**src/rtl/cse_pkg.sv**
```systemverilog
package cse_pkg;
  typedef enum logic [2:0] {
    S_IDLE, S_OPW, S_OPND, S_EXEC, S_DONE, S_RES
  } seq_state_t;

  localparam logic [1:0] ST_RSVD  = 2'b00;
  localparam logic [1:0] ST_XFER  = 2'b01;
  localparam logic [1:0] ST_STAT  = 2'b10;
  localparam logic [1:0] ST_BCAST = 2'b11;

  localparam int QUIT_BIT = 0;
  localparam int LT_BIT   = 2;
  localparam int ZERO_BIT = 6;
  localparam int NEG_BIT  = 7;

  // bus words needed for an operand of the given byte length
  function automatic logic [3:0] words_for(input logic [3:0] nbytes);
    if (nbytes == 4'd0)      return 4'd0;
    else if (nbytes <= 4'd2) return 4'd1;
    else                     return nbytes >> 1;
  endfunction
endpackage

```
**src/rtl/cse_strobe.sv**
```systemverilog
module cse_strobe (
  input  logic clk,
  input  logic rst_n,
  input  logic strobe_in,
  input  logic pulse_req,
  output logic fall,
  output logic rise,
  output logic strobe_pull
);
  logic strb_q, pull_q, mask;

  // own pulse and the clock after it are hidden from edge detection
  assign mask = strobe_pull | pull_q;
  assign fall = strb_q & ~strobe_in & ~mask;
  assign rise = ~strb_q & strobe_in & ~mask;

  always_ff @(posedge clk) begin
    if (!rst_n) begin
      strb_q      <= 1'b1;
      strobe_pull <= 1'b0;
      pull_q      <= 1'b0;
    end else begin
      strb_q      <= strobe_in;
      strobe_pull <= pulse_req;
      pull_q      <= strobe_pull;
    end
  end

  AST_PULSE_ONE_CLK: assert property (@(posedge clk) disable iff (!rst_n)
    strobe_pull |=> !strobe_pull);
endmodule

```
**src/rtl/cse_exec_stub.sv**
```systemverilog
module cse_exec_stub #(
  parameter int DW  = 16,
  parameter int LAT = 4
) (
  input  logic          clk,
  input  logic          rst_n,
  input  logic          clr,
  input  logic          op_valid,
  input  logic [DW-1:0] op_data,
  input  logic          start,
  output logic [DW-1:0] acc,
  output logic          done
);
  localparam int CW = $clog2(LAT + 1);
  logic [CW-1:0] cnt_q;

  always_ff @(posedge clk) begin
    if (!rst_n) begin
      acc   <= '0;
      cnt_q <= '0;
      done  <= 1'b0;
    end else begin
      done <= (cnt_q == CW'(1));
      if (clr) begin
        acc   <= '0;
        cnt_q <= '0;
        done  <= 1'b0;
      end else begin
        if (op_valid) acc <= acc + op_data;
        if (start) cnt_q <= CW'(LAT);
        else if (cnt_q != '0) cnt_q <= cnt_q - CW'(1);
      end
    end
  end

  AST_DONE_SINGLE: assert property (@(posedge clk) disable iff (!rst_n)
    done |=> !done);
endmodule

```
**src/rtl/cse_seq.sv**
```systemverilog
module cse_seq
  import cse_pkg::*;
#(
  parameter logic [7:0] SLAVE_ID = 8'hA6,
  parameter int DW   = 16,
  parameter int LENW = 4
) (
  input  logic            clk,
  input  logic            rst_n,
  input  logic            fall,
  input  logic            rise,
  input  logic [1:0]      st_in,
  input  logic [DW-1:0]   bus_in,
  input  logic [LENW-1:0] len_a,
  input  logic [LENW-1:0] len_b,
  input  logic [LENW-1:0] len_res,
  input  logic            is_cmp,
  input  logic            is_bad,
  input  logic            exec_done,
  input  logic [DW-1:0]   acc,
  output logic [DW-1:0]   opword,
  output logic            op_valid,
  output logic [DW-1:0]   op_data,
  output logic            exec_start,
  output logic            exec_clr,
  output logic            pulse_req,
  output logic            rd_active,
  output logic [DW-1:0]   rd_data
);
  localparam int HALF = DW / 2;

  seq_state_t state_q;
  logic [1:0]      st_lat_q;
  logic [LENW-1:0] cnt_q, rcnt_q;
  logic [LENW-1:0] wa, wb, wr, total;
  logic            byte_op;
  logic [DW-1:0]   status;

  assign wa    = words_for(len_a);
  assign wb    = words_for(len_b);
  assign wr    = words_for(len_res);
  assign total = wa + wb;

  assign byte_op  = (cnt_q < wa) ? (len_a == LENW'(1)) : (len_b == LENW'(1));
  assign op_data  = byte_op ? {{HALF{1'b0}}, bus_in[HALF-1:0]} : bus_in;
  assign op_valid = rise && st_lat_q == ST_XFER && state_q == S_OPND && cnt_q < total;
  assign exec_clr = rise && st_lat_q == ST_BCAST;
  assign pulse_req = state_q == S_EXEC && exec_done;

  always_comb begin
    status = '0;
    status[QUIT_BIT] = is_bad;
    if (is_cmp && !is_bad) begin
      status[ZERO_BIT] = (acc == '0);
      status[NEG_BIT]  = acc[DW-1];
      status[LT_BIT]   = 1'b0;
    end
  end

  assign rd_data = (state_q == S_DONE) ? status : acc + DW'(rcnt_q);

  always_ff @(posedge clk) begin
    if (!rst_n) begin
      state_q    <= S_IDLE;
      st_lat_q   <= ST_RSVD;
      cnt_q      <= '0;
      rcnt_q     <= '0;
      opword     <= '0;
      rd_active  <= 1'b0;
      exec_start <= 1'b0;
    end else begin
      exec_start <= 1'b0;
      if (fall) begin
        st_lat_q <= st_in;
        if ((st_in == ST_STAT && state_q == S_DONE) ||
            (st_in == ST_XFER && state_q == S_RES))
          rd_active <= 1'b1;
      end else if (rise) begin
        rd_active <= 1'b0;
        if (st_lat_q == ST_BCAST) begin
          state_q <= (bus_in[HALF-1:0] == SLAVE_ID) ? S_OPW : S_IDLE;
          cnt_q   <= '0;
          rcnt_q  <= '0;
        end else begin
          case (state_q)
            S_OPW: if (st_lat_q == ST_XFER) begin
              opword  <= {bus_in[HALF-1:0], bus_in[DW-1:HALF]};
              state_q <= S_OPND;
            end
            S_OPND: if (op_valid) cnt_q <= cnt_q + LENW'(1);
            S_DONE: if (st_lat_q == ST_STAT) begin
              state_q <= (!is_bad && wr != '0) ? S_RES : S_IDLE;
            end
            S_RES: if (st_lat_q == ST_XFER) begin
              rcnt_q <= rcnt_q + LENW'(1);
              if (rcnt_q + LENW'(1) >= wr) state_q <= S_IDLE;
            end
            default: ;
          endcase
        end
      end else if (state_q == S_OPND && cnt_q == total) begin
        state_q    <= S_EXEC;
        exec_start <= 1'b1;
      end else if (pulse_req) begin
        state_q <= S_DONE;
      end
    end
  end

  AST_READ_STATE: assert property (@(posedge clk) disable iff (!rst_n)
    rd_active |-> (state_q == S_DONE || state_q == S_RES));
  AST_OPND_BOUND: assert property (@(posedge clk) disable iff (!rst_n)
    state_q == S_OPND |-> cnt_q <= total);
  AST_PULSE_TO_DONE: assert property (@(posedge clk) disable iff (!rst_n)
    pulse_req |=> state_q == S_DONE);
  AST_ABORT_IDLE: assert property (@(posedge clk) disable iff (!rst_n)
    (rise && st_lat_q == ST_BCAST && bus_in[HALF-1:0] != SLAVE_ID) |=> state_q == S_IDLE);
  AST_NO_RES_ON_QUIT: assert property (@(posedge clk) disable iff (!rst_n)
    state_q == S_RES |-> !is_bad);
endmodule

```
**src/rtl/cop_slave_engine.sv**
```systemverilog
module cop_slave_engine #(
  parameter logic [7:0] SLAVE_ID = 8'hA6,
  parameter int DW       = 16,
  parameter int LENW     = 4,
  parameter int EXEC_LAT = 4
) (
  input  logic            clk,
  input  logic            rst_n,
  input  logic [1:0]      st_code,
  input  logic            strobe_in,
  output logic            strobe_pull,
  input  logic [DW-1:0]   bus_in,
  output logic [DW-1:0]   bus_out,
  output logic            bus_oe,
  output logic [DW-1:0]   dec_opword,
  input  logic [LENW-1:0] dec_len_a,
  input  logic [LENW-1:0] dec_len_b,
  input  logic [LENW-1:0] dec_len_res,
  input  logic            dec_compare,
  input  logic            dec_invalid
);
  logic fall, rise, pulse_req, rd_active;
  logic op_valid, exec_start, exec_clr, exec_done;
  logic [DW-1:0] op_data, acc, rd_data;

  cse_strobe u_strobe (
    .clk(clk), .rst_n(rst_n), .strobe_in(strobe_in), .pulse_req(pulse_req),
    .fall(fall), .rise(rise), .strobe_pull(strobe_pull)
  );

  cse_seq #(.SLAVE_ID(SLAVE_ID), .DW(DW), .LENW(LENW)) u_seq (
    .clk(clk), .rst_n(rst_n), .fall(fall), .rise(rise), .st_in(st_code),
    .bus_in(bus_in), .len_a(dec_len_a), .len_b(dec_len_b), .len_res(dec_len_res),
    .is_cmp(dec_compare), .is_bad(dec_invalid), .exec_done(exec_done), .acc(acc),
    .opword(dec_opword), .op_valid(op_valid), .op_data(op_data),
    .exec_start(exec_start), .exec_clr(exec_clr), .pulse_req(pulse_req),
    .rd_active(rd_active), .rd_data(rd_data)
  );

  cse_exec_stub #(.DW(DW), .LAT(EXEC_LAT)) u_exec (
    .clk(clk), .rst_n(rst_n), .clr(exec_clr), .op_valid(op_valid),
    .op_data(op_data), .start(exec_start), .acc(acc), .done(exec_done)
  );

  assign bus_oe  = rd_active & ~strobe_in;
  assign bus_out = rd_data;

  AST_NO_DRIVE_DURING_PULL: assert property (@(posedge clk) disable iff (!rst_n)
    strobe_pull |-> !bus_oe);
endmodule

```
**config.mk**
```make
export PLATFORM = sky130hd
export DESIGN_NAME = cop_slave_engine
export DESIGN_NICKNAME = d
export VERILOG_FILES = /design/src/rtl/cse_pkg.sv /design/src/rtl/cse_strobe.sv /design/src/rtl/cse_exec_stub.sv /design/src/rtl/cse_seq.sv /design/src/rtl/cop_slave_engine.sv
export SDC_FILE = /design/constraint.sdc
export NUM_CORES = 1
export LEC_CHECK = 0
export BUFFER_PORTS_ARGS = -buffer_cell sky130_fd_sc_hd__buf_2
export CORE_ASPECT_RATIO = 0.8
export CORE_MARGIN = 2
export CORE_UTILIZATION = 51
export DETAILED_ROUTE_END_ITERATION = 8
export PLACE_DENSITY = 0.77
export SETUP_SLACK_MARGIN = 0.02
export SLEW_MARGIN = 20
export SYNTH_ARGS = -nofsm -noshare
export SYNTH_HDL_FRONTEND = slang
export SYNTH_SLANG_ARGS = --single-unit
```
**constraint.sdc**
```tcl
create_clock -name clk -period 2.8 [get_ports clk]
set_clock_uncertainty 0.2 [all_clocks]
set_input_delay 0.28 -clock clk [delete_from_list [all_inputs] [get_ports clk]]
set_output_delay 0.28 -clock clk [all_outputs]
set_load 0.1 [all_outputs]
```
==> out/metrics.cfg <==
[synth]
ys.flop_type=dfxtp_1
synth_area_leaders=dfxtp_1, ha_1, mux2i_1
yosysTopAreaCell=dfxtp_1
syn_area_um2=3840
synth_seq_cells=54
seq_area_frac_synth_pct=28.1
syn_nets=561
yosysWarningCount=0
synth_edf_count=0
postSynthCellCount=487
ys_types=53
synthArstFlopShare_pct=0
yosysTopAreaCellShare_pct=28.1
post_synth.cell_area_avg_um2=7.89

[worst_setup_path]
arrival_ns=3.17
crit_fanout=4
r2r-end=u_exec.acc[12]$_SDFFE_PP0P_
required_ns=2.84
ff2ff_setup_slack_ns=-0.33
cp-end-kind=register
rr_startpoint=u_seq.cnt_q[2]$_SDFFE_PN0P_
ff2ff_path_depth=13
worst-setup-path-type=register to register
startpoint_type=register

[worst_hold_path]
worstHoldPathCells=3
worstHoldStart=bus_in[8]
holdCritPathClass=input pin to register
holdPathEnd=u_seq.opword[0]$_SDFFE_PN0P_

[drt]
wl_per_cell_um=17.5
drc_errors=0
vias_per_cell=5.97
vias=4238
antenna_left=0
drt-pass1-iter-count=5
drtIter0Drc=347
finalWirelength_mm=12.4

[power_and_ir_drop]
p_sw_mw=0.486
switching_share_pct=28.0
power_leakage_nw=2.55
p_per_area_nw_per_um2=299
power_frac_seq_pct=46.7
total_power_mw=1.74
ir_drop_v=0.000442
pwr-share-clk_pct=33.9
p_int_mw=1.25
p_comb_share_pct=19.4

[timing]
maxSlewHeadroom_pct=64.3
holdWs_ns=-0.00473
fin_crit_ns=3.13
hold_viol=1
worstMarginPinSlew_ns=0.535
rsz0062_at_grt=yes
final_max_slew_viol_count=0
setup_viol=23
fmax_ghz=0.319
setup_slack_ns=-0.331
min_period_over_period_pct=112

[global_routing]
antenna_found_initial=0
grt_overflow=0
grt_max_degree=18
track_usage_pct=26.7
grt_pass1_vias=3818
grt_pass1_wl_mm=17.5

[placement]
placed_cells=677
io_buffers=68
hpwl_mm=8.13
place.gp.congestion=0.978

[floorplanning]
core_area_um2=7360
start_util_pct=52.2
rows=28
die_h_um=81.6
dieArea_um2=8250
die_w_um=101
io_pins=69

[cts]
root_buffer=clkbuf_8
cts_tree=yes
cts_buffers=5
cts_buffer_depth=2
cts_sinks=54
cts_max_level=2
path_clk_slew_ns=0.11
clk-insertion-delay-late_ns=0.33

[final_layout]
final_cells=710
area_growth_pct=51.0
final_layout_size_suffix_gt1_share_pct=41.1
final_common_cell=buf_4
fillers=468
insertedDiodeCount=0
final_cell_mix=buf_4, buf_2, nor2_1
fin_nets=693

[run_status]
violations=negative hold slack, negative setup slack
status=finished with violations

[run]
max_cap_viol_count=0

-- power groups by stage --
stage	registers (mW)	clock network [mW]	logic, mW
global placement	0.829	0	0.272
CTS	0.811	0.591	0.305
finish	0.812	0.588	0.336
detailed placement	0.830	0	0.288
floorplan	0.823	0	0.187
global route	0.814	0.607	0.369
-- per-stage QoR --
step	setup WS (ns)	cell area [µm²]	util [%]	hold WS [ns]	TNS, ns
finish	-0.331	5800	78.8	-0.00473	-2.67
global placement	-0.435	4990	67.8	0.245	-5.40
floorplan	-0.561	4070	-	0.153	-1.20
CTS	-0.177	5340	72.6	0.000891	-1.04
detailed placement	-0.529	4990	67.8	0.246	-7.53
global route	-0.430	5800	78.8	0.0187	-4.45
-- worst max-delay path by stage --
stage,startpoint,end,slack (ns),cells past startpoint
CTS,u_seq.cnt_q[2]$_SDFFE_PN0P_,u_exec.acc[14]$_SDFFE_PP0P_,-0.18,12
finish,u_seq.cnt_q[2]$_SDFFE_PN0P_,u_exec.acc[12]$_SDFFE_PP0P_,-0.33,13
global placement,dec_len_a[2],u_exec.acc[15]$_SDFFE_PP0P_,-0.44,14
detailed placement,dec_len_a[2],u_exec.acc[15]$_SDFFE_PP0P_,-0.53,14
floorplan,u_exec.acc[0]$_SDFFE_PP0P_,bus_out[6],-0.56,9
global route,u_seq.cnt_q[2]$_SDFFE_PN0P_,u_exec.acc[15]$_SDFFE_PP0P_,-0.43,13
-- cell type report --
class / count / area (µm²) / area share (%)
tap: 90 / 113 / 1.94
inverter: 23 / 86.3 / 1.49
timing repair buffer: 144 / 1220 / 21.0
sequential: 54 / 1100 / 19.0
clock buffer: 6 / 82.6 / 1.42
clock inverter: 2 / 38.8 / 0.669
multi-input combinational: 391 / 3160 / 54.5
-- sequential cells by signal, indices dropped and copies added, names as in the netlist --
signal / count
u_exec.acc: 16
u_exec.cnt_q: 3
u_exec.done: 1
u_seq.cnt_q: 4
u_seq.exec_start: 1
u_seq.opword: 16
u_seq.rcnt_q: 4
u_seq.rd_active: 1
u_seq.st_lat_q: 2
u_seq.state_q: 3
u_strobe.pull_q: 1
u_strobe.strb_q: 1
u_strobe.strobe_pull: 1
-- critical path: stages (launching register included) --
cell     delay (ns)
dfxtp_2        0.34
ha_4           0.15
or3_1          0.34
a31oi_1        0.15
o31a_1         0.33
and2_4         0.21
ha_4           0.15
buf_6          0.11
nand2_4        0.05
nor3_4         0.22
o31a_1         0.30
o21ai_1        0.12
xor2_1         0.15
o31ai_1        0.21
-- metal layers --
| metal | part of all wire [%] | vias to the layer above | global-route usage, % |
|---|---|---|---|
| met2 | 49 | 216 | 44.8 |
| met5 | 0 | - | 0 |
| met4 | 2.9 | 0 | 9.46 |
| met3 | 6.4 | 39 | 3.91 |
| li1 | - | 2001 | - |
| met1 | 42 | 1982 | 35.1 |
-- cell families (layout without fill, tap and decap cells) --
group | Yosys count | after routing | share of synthesized area [%]
xor+xnor | 22 | 22 | 5.01
flops | 54 | 54 | 28.1
simple gates | 207 | 207 | 27.3
fa+ha+maj | 39 | 39 | 13.3
mux | 25 | 25 | 6.55
compound gates | 98 | 98 | 15.6
buf+inv | 42 | 175 | 4.14
-- synthesized netlist by cell type (7+ instances only) --
library cell,number
a21oi_1,40
o21ai_0,18
clkbuf_1,17
nor4_1,7
inv_1,23
nand2_1,39
and2_1,9
nor3_1,21
nand3_1,21
nor2_1,62
xnor2_1,16
mux2i_1,24
a21o_1,9
dfxtp_1,54
ha_1,36
or3_1,8
nand2b_1,8
-- timing repair --
action                     in CTS  in global routing
setup buffers                   4                 19
setup endpoints to repair      24                 29
hold buffers                    5                  0
hold endpoints to repair        5                  0
pin swaps                      22                 30
gates resized for setup        42                 67
Power figures use the tool's default switching activity.
